### src/rtl/hpt_pkg.sv
package hpt_pkg;

  typedef enum logic [1:0] {
    ST_IDLE,
    ST_ISSUE,
    ST_WAIT,
    ST_RESP
  } walk_state_e;

endpackage

### src/rtl/hpt_hash.sv
module hpt_hash #(
  parameter int VPN_W     = 32,
  parameter int ADDR_W    = 32,
  parameter int SLOT_BITS = 10,
  parameter int WAY_BITS  = 3
) (
  input  logic [VPN_W-1:0]  vpn,
  input  logic [ADDR_W-1:0] base,
  output logic [ADDR_W-1:0] prim_start,
  output logic [ADDR_W-1:0] alt_start
);

  localparam int HALF = VPN_W / 2;

  logic [HALF-1:0]      fold;
  logic [SLOT_BITS-1:0] prim_idx;
  logic [SLOT_BITS-1:0] alt_idx;

  // fold the two halves of the page number together
  always_comb begin
    fold     = vpn[HALF-1:0] ^ vpn[VPN_W-1:HALF];
    prim_idx = fold[SLOT_BITS-1:0];
    alt_idx  = ~prim_idx;
  end

  // each slot spans 2**WAY_BITS consecutive words
  always_comb begin
    prim_start = base + (ADDR_W'(prim_idx) << WAY_BITS);
    alt_start  = base + (ADDR_W'(alt_idx) << WAY_BITS);
  end

endmodule

### src/rtl/hpt_match.sv
module hpt_match #(
  parameter int VPN_W = 32,
  parameter int PPN_W = 20
) (
  input  logic [VPN_W+PPN_W:0] entry,
  input  logic [VPN_W-1:0]     vpn,
  output logic                 hit,
  output logic [PPN_W-1:0]     ppn
);

  localparam int VALID_POS = VPN_W + PPN_W;

  logic             ent_valid;
  logic [VPN_W-1:0] ent_vpn;

  always_comb begin
    ent_valid = entry[VALID_POS];
    ent_vpn   = entry[VALID_POS-1:PPN_W];
    ppn       = entry[PPN_W-1:0];
    hit       = ent_valid && (ent_vpn == vpn);
  end

endmodule

### src/rtl/hpt_walk_ctrl.sv
module hpt_walk_ctrl
  import hpt_pkg::*;
#(
  parameter int VPN_W    = 32,
  parameter int PPN_W    = 20,
  parameter int ADDR_W   = 32,
  parameter int WAYS     = 8,
  parameter int WAY_BITS = 3,
  parameter int PROBE_W  = 5
) (
  input  logic               clk,
  input  logic               rst_n,
  input  logic               req_valid,
  input  logic [VPN_W-1:0]   req_vpn,
  output logic               req_ready,
  output logic [VPN_W-1:0]   cur_vpn,
  input  logic [ADDR_W-1:0]  prim_start,
  input  logic [ADDR_W-1:0]  alt_start,
  output logic               mem_req,
  output logic [ADDR_W-1:0]  mem_addr,
  input  logic               mem_rvalid,
  input  logic               ent_hit,
  input  logic [PPN_W-1:0]   ent_ppn,
  output logic               rsp_valid,
  output logic               rsp_hit,
  output logic [PPN_W-1:0]   rsp_ppn,
  output logic [PROBE_W-1:0] rsp_probes
);

  localparam logic [WAY_BITS-1:0] LAST_WAY  = WAY_BITS'(WAYS - 1);
  localparam int                  MAX_PROBE = 2 * WAYS;

  walk_state_e         state_q, state_n;
  logic [VPN_W-1:0]    vpn_q, vpn_n;
  logic [WAY_BITS-1:0] way_q, way_n;
  logic                alt_q, alt_n;
  logic [PROBE_W-1:0]  probes_q, probes_n;
  logic                hit_q, hit_n;
  logic [PPN_W-1:0]    ppn_q, ppn_n;
  logic                vpn_en;
  logic                res_en;

  // next-state logic
  always_comb begin
    state_n  = state_q;
    vpn_n    = vpn_q;
    way_n    = way_q;
    alt_n    = alt_q;
    probes_n = probes_q;
    hit_n    = hit_q;
    ppn_n    = ppn_q;
    vpn_en   = 1'b0;
    res_en   = 1'b0;
    unique case (state_q)
      ST_IDLE: begin
        if (req_valid) begin
          vpn_en   = 1'b1;
          vpn_n    = req_vpn;
          way_n    = '0;
          alt_n    = 1'b0;
          probes_n = '0;
          state_n  = ST_ISSUE;
        end
      end
      ST_ISSUE: begin
        probes_n = probes_q + PROBE_W'(1);
        state_n  = ST_WAIT;
      end
      ST_WAIT: begin
        if (mem_rvalid) begin
          if (ent_hit) begin
            res_en  = 1'b1;
            hit_n   = 1'b1;
            ppn_n   = ent_ppn;
            state_n = ST_RESP;
          end else if (way_q == LAST_WAY) begin
            if (alt_q) begin
              res_en  = 1'b1;
              hit_n   = 1'b0;
              ppn_n   = '0;
              state_n = ST_RESP;
            end else begin
              alt_n   = 1'b1;
              way_n   = '0;
              state_n = ST_ISSUE;
            end
          end else begin
            way_n   = way_q + WAY_BITS'(1);
            state_n = ST_ISSUE;
          end
        end
      end
      ST_RESP: begin
        state_n = ST_IDLE;
      end
      default: state_n = ST_IDLE;
    endcase
  end

  // registers
  always_ff @(posedge clk or negedge rst_n) begin
    if (!rst_n) begin
      state_q  <= ST_IDLE;
      way_q    <= '0;
      alt_q    <= 1'b0;
      probes_q <= '0;
    end else begin
      state_q  <= state_n;
      way_q    <= way_n;
      alt_q    <= alt_n;
      probes_q <= probes_n;
    end
  end

  always_ff @(posedge clk or negedge rst_n) begin
    if (!rst_n) begin
      vpn_q <= '0;
    end else if (vpn_en) begin
      vpn_q <= vpn_n;
    end
  end

  always_ff @(posedge clk or negedge rst_n) begin
    if (!rst_n) begin
      hit_q <= 1'b0;
      ppn_q <= '0;
    end else if (res_en) begin
      hit_q <= hit_n;
      ppn_q <= ppn_n;
    end
  end

  // outputs
  always_comb begin
    req_ready  = (state_q == ST_IDLE);
    mem_req    = (state_q == ST_ISSUE);
    mem_addr   = (alt_q ? alt_start : prim_start) + ADDR_W'(way_q);
    cur_vpn    = vpn_q;
    rsp_valid  = (state_q == ST_RESP);
    rsp_hit    = hit_q;
    rsp_ppn    = ppn_q;
    rsp_probes = probes_q;
  end

  // read data only arrives while a read is outstanding
  a_r3_data_when_waiting: assert property (@(posedge clk) disable iff (!rst_n)
    mem_rvalid |-> (state_q == ST_WAIT));

  // single-cycle response, then ready again
  a_r8_rsp_pulse: assert property (@(posedge clk) disable iff (!rst_n)
    rsp_valid |=> (!rsp_valid && req_ready));

  // probe count lies within the two slots
  a_r5_probe_range: assert property (@(posedge clk) disable iff (!rst_n)
    rsp_valid |-> (rsp_probes >= PROBE_W'(1) && rsp_probes <= PROBE_W'(MAX_PROBE)));

  // a miss has read every entry of both slots
  a_r7_miss_full_scan: assert property (@(posedge clk) disable iff (!rst_n)
    (rsp_valid && !rsp_hit) |-> (rsp_probes == PROBE_W'(MAX_PROBE) && rsp_ppn == '0));

  // a matching word ends the walk with a hit, even on the last entry of a slot
  a_r9_match_wins: assert property (@(posedge clk) disable iff (!rst_n)
    (state_q == ST_WAIT && mem_rvalid && ent_hit) |=> (rsp_valid && rsp_hit && !mem_req));

endmodule

### src/rtl/hpt_lookup.sv
module hpt_lookup #(
  parameter int VPN_W     = 32,
  parameter int PPN_W     = 20,
  parameter int ADDR_W    = 32,
  parameter int SLOT_BITS = 10,
  parameter int WAYS      = 8,
  localparam int WAY_BITS = $clog2(WAYS),
  localparam int PROBE_W  = $clog2(2 * WAYS + 1),
  localparam int ENTRY_W  = 1 + VPN_W + PPN_W
) (
  input  logic               clk,
  input  logic               rst_n,
  input  logic [ADDR_W-1:0]  tbl_base,
  input  logic               req_valid,
  input  logic [VPN_W-1:0]   req_vpn,
  output logic               req_ready,
  output logic               mem_req,
  output logic [ADDR_W-1:0]  mem_addr,
  input  logic               mem_rvalid,
  input  logic [ENTRY_W-1:0] mem_rdata,
  output logic               rsp_valid,
  output logic               rsp_hit,
  output logic [PPN_W-1:0]   rsp_ppn,
  output logic [PROBE_W-1:0] rsp_probes
);

  logic [1:0]        rst_sync_q;
  logic              rst_int_n;
  logic [VPN_W-1:0]  cur_vpn;
  logic [ADDR_W-1:0] prim_start;
  logic [ADDR_W-1:0] alt_start;
  logic              ent_hit;
  logic [PPN_W-1:0]  ent_ppn;

  // reset asserts at once and is released on a clock edge
  always_ff @(posedge clk or negedge rst_n) begin
    if (!rst_n) begin
      rst_sync_q <= 2'b00;
    end else begin
      rst_sync_q <= {rst_sync_q[0], 1'b1};
    end
  end

  always_comb rst_int_n = rst_sync_q[1];

  hpt_hash #(
    .VPN_W    (VPN_W),
    .ADDR_W   (ADDR_W),
    .SLOT_BITS(SLOT_BITS),
    .WAY_BITS (WAY_BITS)
  ) u_hash (
    .vpn       (cur_vpn),
    .base      (tbl_base),
    .prim_start(prim_start),
    .alt_start (alt_start)
  );

  hpt_match #(
    .VPN_W(VPN_W),
    .PPN_W(PPN_W)
  ) u_match (
    .entry(mem_rdata),
    .vpn  (cur_vpn),
    .hit  (ent_hit),
    .ppn  (ent_ppn)
  );

  hpt_walk_ctrl #(
    .VPN_W   (VPN_W),
    .PPN_W   (PPN_W),
    .ADDR_W  (ADDR_W),
    .WAYS    (WAYS),
    .WAY_BITS(WAY_BITS),
    .PROBE_W (PROBE_W)
  ) u_ctrl (
    .clk       (clk),
    .rst_n     (rst_int_n),
    .req_valid (req_valid),
    .req_vpn   (req_vpn),
    .req_ready (req_ready),
    .cur_vpn   (cur_vpn),
    .prim_start(prim_start),
    .alt_start (alt_start),
    .mem_req   (mem_req),
    .mem_addr  (mem_addr),
    .mem_rvalid(mem_rvalid),
    .ent_hit   (ent_hit),
    .ent_ppn   (ent_ppn),
    .rsp_valid (rsp_valid),
    .rsp_hit   (rsp_hit),
    .rsp_ppn   (rsp_ppn),
    .rsp_probes(rsp_probes)
  );

endmodule

### config.mk
export PLATFORM = sky130hd
export DESIGN_NAME = hpt_lookup
export DESIGN_NICKNAME = d
export VERILOG_FILES = /design/src/rtl/hpt_pkg.sv /design/src/rtl/hpt_hash.sv /design/src/rtl/hpt_match.sv /design/src/rtl/hpt_walk_ctrl.sv /design/src/rtl/hpt_lookup.sv
export SDC_FILE = /design/constraint.sdc
export NUM_CORES = 1
export LEC_CHECK = 0
export ABC_AREA = 1
export CELL_PAD_IN_SITES_DETAIL_PLACEMENT = 0
export CELL_PAD_IN_SITES_GLOBAL_PLACEMENT = 1
export CORE_AREA = 5 5 148 150
export CTS_BUF_LIST = sky130_fd_sc_hd__clkbuf_4 sky130_fd_sc_hd__clkbuf_8 sky130_fd_sc_hd__clkbuf_16
export CTS_CLUSTER_SIZE = 16
export DETAILED_ROUTE_END_ITERATION = 8
export DIE_AREA = 0 0 153 155
export PLACE_DENSITY_LB_ADDON = 0.25
export SLEW_MARGIN = 10
export SYNTH_ARGS = -nofsm -noshare
export SYNTH_HDL_FRONTEND = slang
export SYNTH_SLANG_ARGS = --single-unit
export TNS_END_PERCENT = 5
### constraint.sdc
create_clock -name clk -period 4.3 [get_ports clk]
set_clock_uncertainty 0.05 [all_clocks]
set_input_delay 0.86 -clock clk [delete_from_list [all_inputs] [get_ports clk]]
set_output_delay 0.86 -clock clk [all_outputs]
set_load 0.03 [all_outputs]
==> flow_summary.yaml, run 1 <==
power_and_ir_drop:
  internal_power_mw: 3.787
  peakVddDrop_v: 0.0003593
  powerDensity_nw_per_um2: 728.7
  p_sw_mw: 3.357
  pwr-share-seq_pct: 13.8
  p_leak_nw: 4.920
  switching_share_pct: 46.99
  clkPwrFrac_pct: 11.2
  combPwrFrac_pct: 74.9
sta:
  finalHoldViolations: 0
  max_freq_mhz: 236.1
  setup_viol: 0
  worstMarginPinSlew_ns: 0.9620
  fin_crit_ns: 4.236
  rsz0062_at_grt: "true"
  slew_headroom_pct: 35.80
  hold_slack_ns: 0.3031
  period_share_pct: 98.51
  finalMaxSlewViolations: 0
logic_synthesis:
  synth_enable_flop_cells: 0
  async_flop_share_pct: 100.0
  synth_ff_type: "dfrtp_1"
  seq_area_frac_synth_pct: 27.51
  yosysUniqueCellTypes: 40
  yosysWarnings: 0
  netlist_instances: 956
  syn-num-nets: 1095
  netlist_area_sq_um: 6003
  synth.ff_latch_count: 66
  postSynthAreaPerCell_sq_um: 6.280
clocking:
  h-tree-depth: 3
  postCtsHoldBufs: 0
  numCtsBuffers: 9
  cts.reportedPaths.clkPinSlew_ns: 0.06
  cts_tree: "built"
  cts-root-buf: "clkbuf_16"
  clock_sinks: 66
  clk_path_buf_depth: 2
  clock_latency_ns: 0.33
final_layout:
  final_cell_mix: "nand2_1 (297), clkdlybuf4s50_1 (144), inv_1 (128)"
  design_area_sq_um: 9804
  final_nets: 1373
  fin_util_pct: 47.69
  drive_gt1_share_pct: 22.36
  area_growth_pct: 63.32
  antenna_cells: 0
  final_common_cell: "nand2_1"
global_routing:
  grt_pass1_wl_um: 32920
  grt_max_degree: 42
  antenna_found_initial: 1
  grtUsageTotal_pct: 16.90
  grt_overflow: 0
  grt_pass1_vias: 6700
worst_setup_path:
  cp-end-kind: "output pin"
  crit_fanout: 6
  cp-endpoint: "mem_addr[25]"
  critPathLaunchType: "register"
  r2r-start: "u_ctrl.cur_vpn[0]"
  crit_start: "u_ctrl.alt_q"
  crit_path_max_incr_delay_ns: 0.47
  critical_path_arrival_ns: 3.33
  critPathKind: "reg -> out"
  crit_top_cell: "nand2_1"
  cp_cell_sequence: "buf_6 > xor2_1 > inv_1 > ha_2 > fa_2 > nand2_4 > nand2_4 > nand3b_4 > nand2_4 > nand2_2 > nand2_2 > nand2_1 > nand2_1 > nor2_4 > buf_4 > nand2_1 > nor2_2 > nand3_1 > nand2_1 > nand2_1 > buf_12"
  cp_slowest_cell: "dfrtp_2"
  reg2reg_depth: 11
  rrSetupSlack_ns: 1.87
  cp.required_ns: 3.39
  reg2reg_to: "u_ctrl.way_q[2]"
routing:
  drc_errors: 0
  num_vias: 6739
  wl_per_cell_um: 13.54
  drtAntennaViolNets: 0
  initialDrtViolationCount: 206
  dr.pass1.iters: 5
  vias_per_cell: 4.451
  wirelength_um: 20500
floorplan:
  ioPinCount: 182
  die_h_um: 155
  fp.dieArea_sq_um: 23720
  die_x_um: 153
  core_sq_um: 20560
  rows: 53
  initial_core_util_pct: 29.20
placed_design:
  place_congestion: 0.8540
  hpwl_um: 17070
  dpl_cell_area_sq_um: 8896
  numPortBuffers: 181
job:
  cap_violations: 0
worst_hold_path:
  hp-start: "rst_sync_q[0]"
  hold_path.class: "reg -> reg"
outcome:
  status: "finished clean"
[repair_timing]
item / in CTS / in global routing
gates resized for setup: 49 / 87
pin swaps: 9 / 34
buffers inserted: 1 / 10
endpoints found under the setup margin: 18 / 21
[synthesized netlist by cell type, types with 6 or more instances]
library cell | n | area (sq um)
nor3_1 | 21 | 105.1
a21oi_1 | 7 | 35.03
nand3b_1 | 10 | 75.07
nor2_2 | 14 | 87.58
clkbuf_1 | 10 | 37.54
inv_1 | 130 | 488.0
o21ai_0 | 47 | 235.2
dfrtp_1 | 66 | 1652
nand2_2 | 19 | 118.9
xor2_1 | 42 | 367.9
ha_1 | 16 | 200.2
nor2_1 | 105 | 394.1
nand2_1 | 319 | 1197
xnor2_1 | 13 | 113.9
nor2_4 | 8 | 90.09
nand3_1 | 54 | 270.3
inv_2 | 8 | 30.03
nand3_2 | 6 | 60.06
nand4_1 | 24 | 150.1
[worst max-delay path: cells and delay by family, from the launching register on]
kind / cells / cell delay [ns]
DFF: 1 / 0.47
and+or+nand+nor: 14 / 1.28
adders and majority gates: 2 / 0.59
buffers and inverters: 4 / 0.51
xor gates and xnor gates: 1 / 0.15
[power groups by stage]
stage / Combinational, mW / Sequential [mW] / Clock [mW]
floorplan: 2.64 / 0.966 / 0
global placement: 4.93 / 0.986 / 0
detailed placement: 4.94 / 0.989 / 0
CTS: 5.14 / 0.980 / 0.827
global route: 5.87 / 1.02 / 0.856
finish: 5.35 / 0.986 / 0.804
[layer usage]
layer / track usage, % / wire length, um
met3: 3.894 / 1160
met5: 0 / 15
met1: 20.12 / 8639
met2: 30.75 / 10280
met4: 4.328 / 401
[worst min-delay path by stage]
stage                          endpoint  slack [ns]  cells after the start
after floorplan           rst_sync_q[1]        0.28                      0
after global placement    rst_sync_q[1]        0.29                      0
after detailed placement  rst_sync_q[1]        0.29                      0
after CTS                 rst_sync_q[1]        0.31                      0
after global routing      rst_sync_q[1]        0.32                      0
final                     rst_sync_q[1]        0.30                      0
[through the flow]
step	setup slack [ns]	setup TNS (ns)	total power, mW	instances
after detailed placement	-0.4091	-3.013	5.930	1487
after floorplan	0.2396	0	3.601	956
after global routing	-0.1657	-1.652	7.744	1514
final	0.06386	0	7.144	1514
after CTS	-0.02603	-0.04399	6.943	1504
after global placement	-0.3525	-2.767	5.915	1487
[registers in the layout, summed over array words and instances, names as in the netlist]
signal,cells
u_ctrl.rsp_ppn,20
u_ctrl.state_q,2
u_ctrl.cur_vpn,32
u_ctrl.way_q,3
u_ctrl.alt_q,1
u_ctrl.rsp_hit,1
rst_sync_q,2
u_ctrl.rsp_probes,5
[logic make-up after synthesis]
kind of cell / share of synthesized area, %
XOR/XNOR: 8.024
AND/OR/NAND/NOR: 44.52
buffers and inverters: 9.546
multiplexers: 0.3335
flip-flops: 27.51
AO/OA/AOI/OAI: 6.003
adder cells (fa/ha/maj): 4.002
other: 0.06247
[area by class of cell]
class	instances	area, sq um
clock inverter	6	88.84
multi-input combinational	738	4242
sequential	66	1654
inverter	138	518.0
timing repair buffer	281	2719
tap	275	344.1
clock buffer	10	239.0
fill	2171	10750
No activity file was read; power rests on OpenSTA's default activity.
==> run 2, diff against run 1 <==
Clock period 4.3 ns to 4.33 ns, I/O delays scaled along.
==> run 2 against run 1 <==
Against the previous run:
- combinational power shrank 3%
- via count is 0.62% lower
- total power decreased by 1.9%
- die area is the same
- wire length grew 0.69%
- register-to-register slack improved by 0.10 ns
- critical path depth decreased by 7
- sequential share of layout area up 0.076 points
- first-iteration DRC count is 22% higher
- critical path type is now in -> out
- cell area shrank 0.45%
- setup slack better by 0.015 ns
- sequential cell count stayed put
==> flow_summary.yaml, run 2 (synthesis results as in run 1) <==
outcome:
  status: "finished clean"
routing:
  num_vias: 6697
  wl_per_cell_um: 13.67
  dr.pass1.iters: 4
  wirelength_um: 20640
  vias_per_cell: 4.435
  drtAntennaViolNets: 0
  initialDrtViolationCount: 251
  drc_errors: 0
sta:
  worstMarginPinSlew_ns: 0.9351
  max_freq_mhz: 235.2
  fin_crit_ns: 4.251
  period_share_pct: 98.18
  finalHoldViolations: 0
  setup_viol: 0
  finalMaxSlewViolations: 0
  slew_headroom_pct: 37.59
  rsz0062_at_grt: "true"
global_routing:
  grtUsageTotal_pct: 17.15
  grt_pass1_vias: 6809
  grt_max_degree: 40
  antenna_found_initial: 3
  grt_pass1_wl_um: 33310
  grt_overflow: 0
clocking:
  postCtsHoldBufs: 0
  numCtsBuffers: 9
  cts_tree: "built"
  h-tree-depth: 3
  clk_path_buf_depth: 2
  clock_sinks: 66
  clock_latency_ns: 0.33
  cts.reportedPaths.clkPinSlew_ns: 0.06
  cts-root-buf: "clkbuf_16"
final_layout:
  multi_input_area_sq_um: 4234
  area_growth_pct: 62.59
  final_cell_mix: "nand2_1 (292), clkdlybuf4s50_1 (147), inv_1 (130)"
  final_common_cell: "nand2_1"
  final_nets: 1368
  design_area_sq_um: 9761
  num-fill-cells: 2183
  drive_gt1_share_pct: 22.12
  largest_reg_flops: 32
  seqCellArea_sq_um: 1654
  final_cells: 1510
worst_setup_path:
  crit_buf_inv: 4
  crit_path_max_incr_delay_ns: 0.46
  crit_family: "buffers and inverters"
  critPathKind: "in -> out"
  critical_path_arrival_ns: 3.34
  cp-end-kind: "output pin"
  cp_cell_sequence: "clkdlybuf4s50_1 > ha_1 > inv_1 > fa_1 > o21ai_1 > nand2_1 > nor2_2 > nand3_2 > nor2_4 > nand2_2 > buf_4 > nor2_1 > xor2_1 > buf_4"
  cp_slowest_cell: "clkdlybuf4s50_1"
  crit_fanout: 2
  crit_top_cell: "buf_4"
  cp.required_ns: 3.41
  critPathLaunchType: "input pin"
floorplan:
  rows: 53
  ioPinCount: 182
  initial_core_util_pct: 29.20
  fp.dieArea_sq_um: 23720
  die_h_um: 155
  die_x_um: 153
  core_sq_um: 20560
placed_design:
  numPortBuffers: 181
  place_congestion: 0.8701
  dpl_cell_area_sq_um: 8871
  hpwl_um: 17220
  placed_cells: 1485
power_and_ir_drop:
  powerDensity_nw_per_um2: 717.8
  peakVddDrop_v: 0.0004028
  p_leak_nw: 4.852
worst_hold_path:
  hold_path.class: "reg -> reg"
job:
  cap_violations: 0
-- run 2: metrics by stage --
stage               power [mW]  setup TNS [ns]  hold slack [ns]  setup WS, ns  utilization (%)
CTS                      6.849        -0.05219           0.3061      -0.02356            45.61
floorplan                3.576               0           0.2812        0.2636                -
global route             7.588          -1.452           0.3184       -0.1403            47.48
global placement         5.804          -2.399           0.2876       -0.3434            43.15
detailed placement       5.821          -2.740           0.2925       -0.3962            43.15
finish                   7.006               0           0.3044       0.07895            47.48
-- run 2: what timing repair did --
item,in CTS,in global routing
endpoints found under the setup margin,17,22
pin swaps,8,45
gates resized for setup,45,83
setup buffers,0,8
-- run 2: area by class of cell --
class                           count  area share (%)
Clock buffer                       11           2.589
Inverter                          138           5.307
Antenna cell                        1         0.02564
Sequential cell                    66           16.95
Clock inverter                      5          0.8717
Multi-Input combinational cell    738           43.38
Timing Repair Buffer              276           27.36
Tap cell                          275           3.525
-- run 2: report_power, final --
part	switching, mW	leakage, nW	internal [mW]
clock network	0.277	0.162	0.538
registers	0.187	0.857	0.791
logic	2.83	3.83	2.38
-- run 2: worst paths after layout --
kind / from / end / slack (ns) / depth (start not counted)
min in group asynchronous: rst_sync_q[1] / u_ctrl.rsp_ppn[14] / 0.35 / 0
worst max-delay path: tbl_base[0] / mem_addr[16] / 0.08 / 14
worst min register to register: rst_sync_q[0] / rst_sync_q[1] / 0.30 / 0
max in group asynchronous: rst_sync_q[1] / u_ctrl.alt_q / 2.96 / 1
worst min-delay path: rst_sync_q[0] / rst_sync_q[1] / 0.30 / 0
worst max register to register: u_ctrl.cur_vpn[0] / u_ctrl.way_q[2] / 1.97 / 10
-- run 2: per-layer routing --
metal	GRT usage, %	vias to the layer above	routed length, um
li1	-	3539	-
met1	20.62	2989	8890
met2	31.34	141	10380
met3	3.477	24	992
met4	4.412	4	347
met5	0	-	29
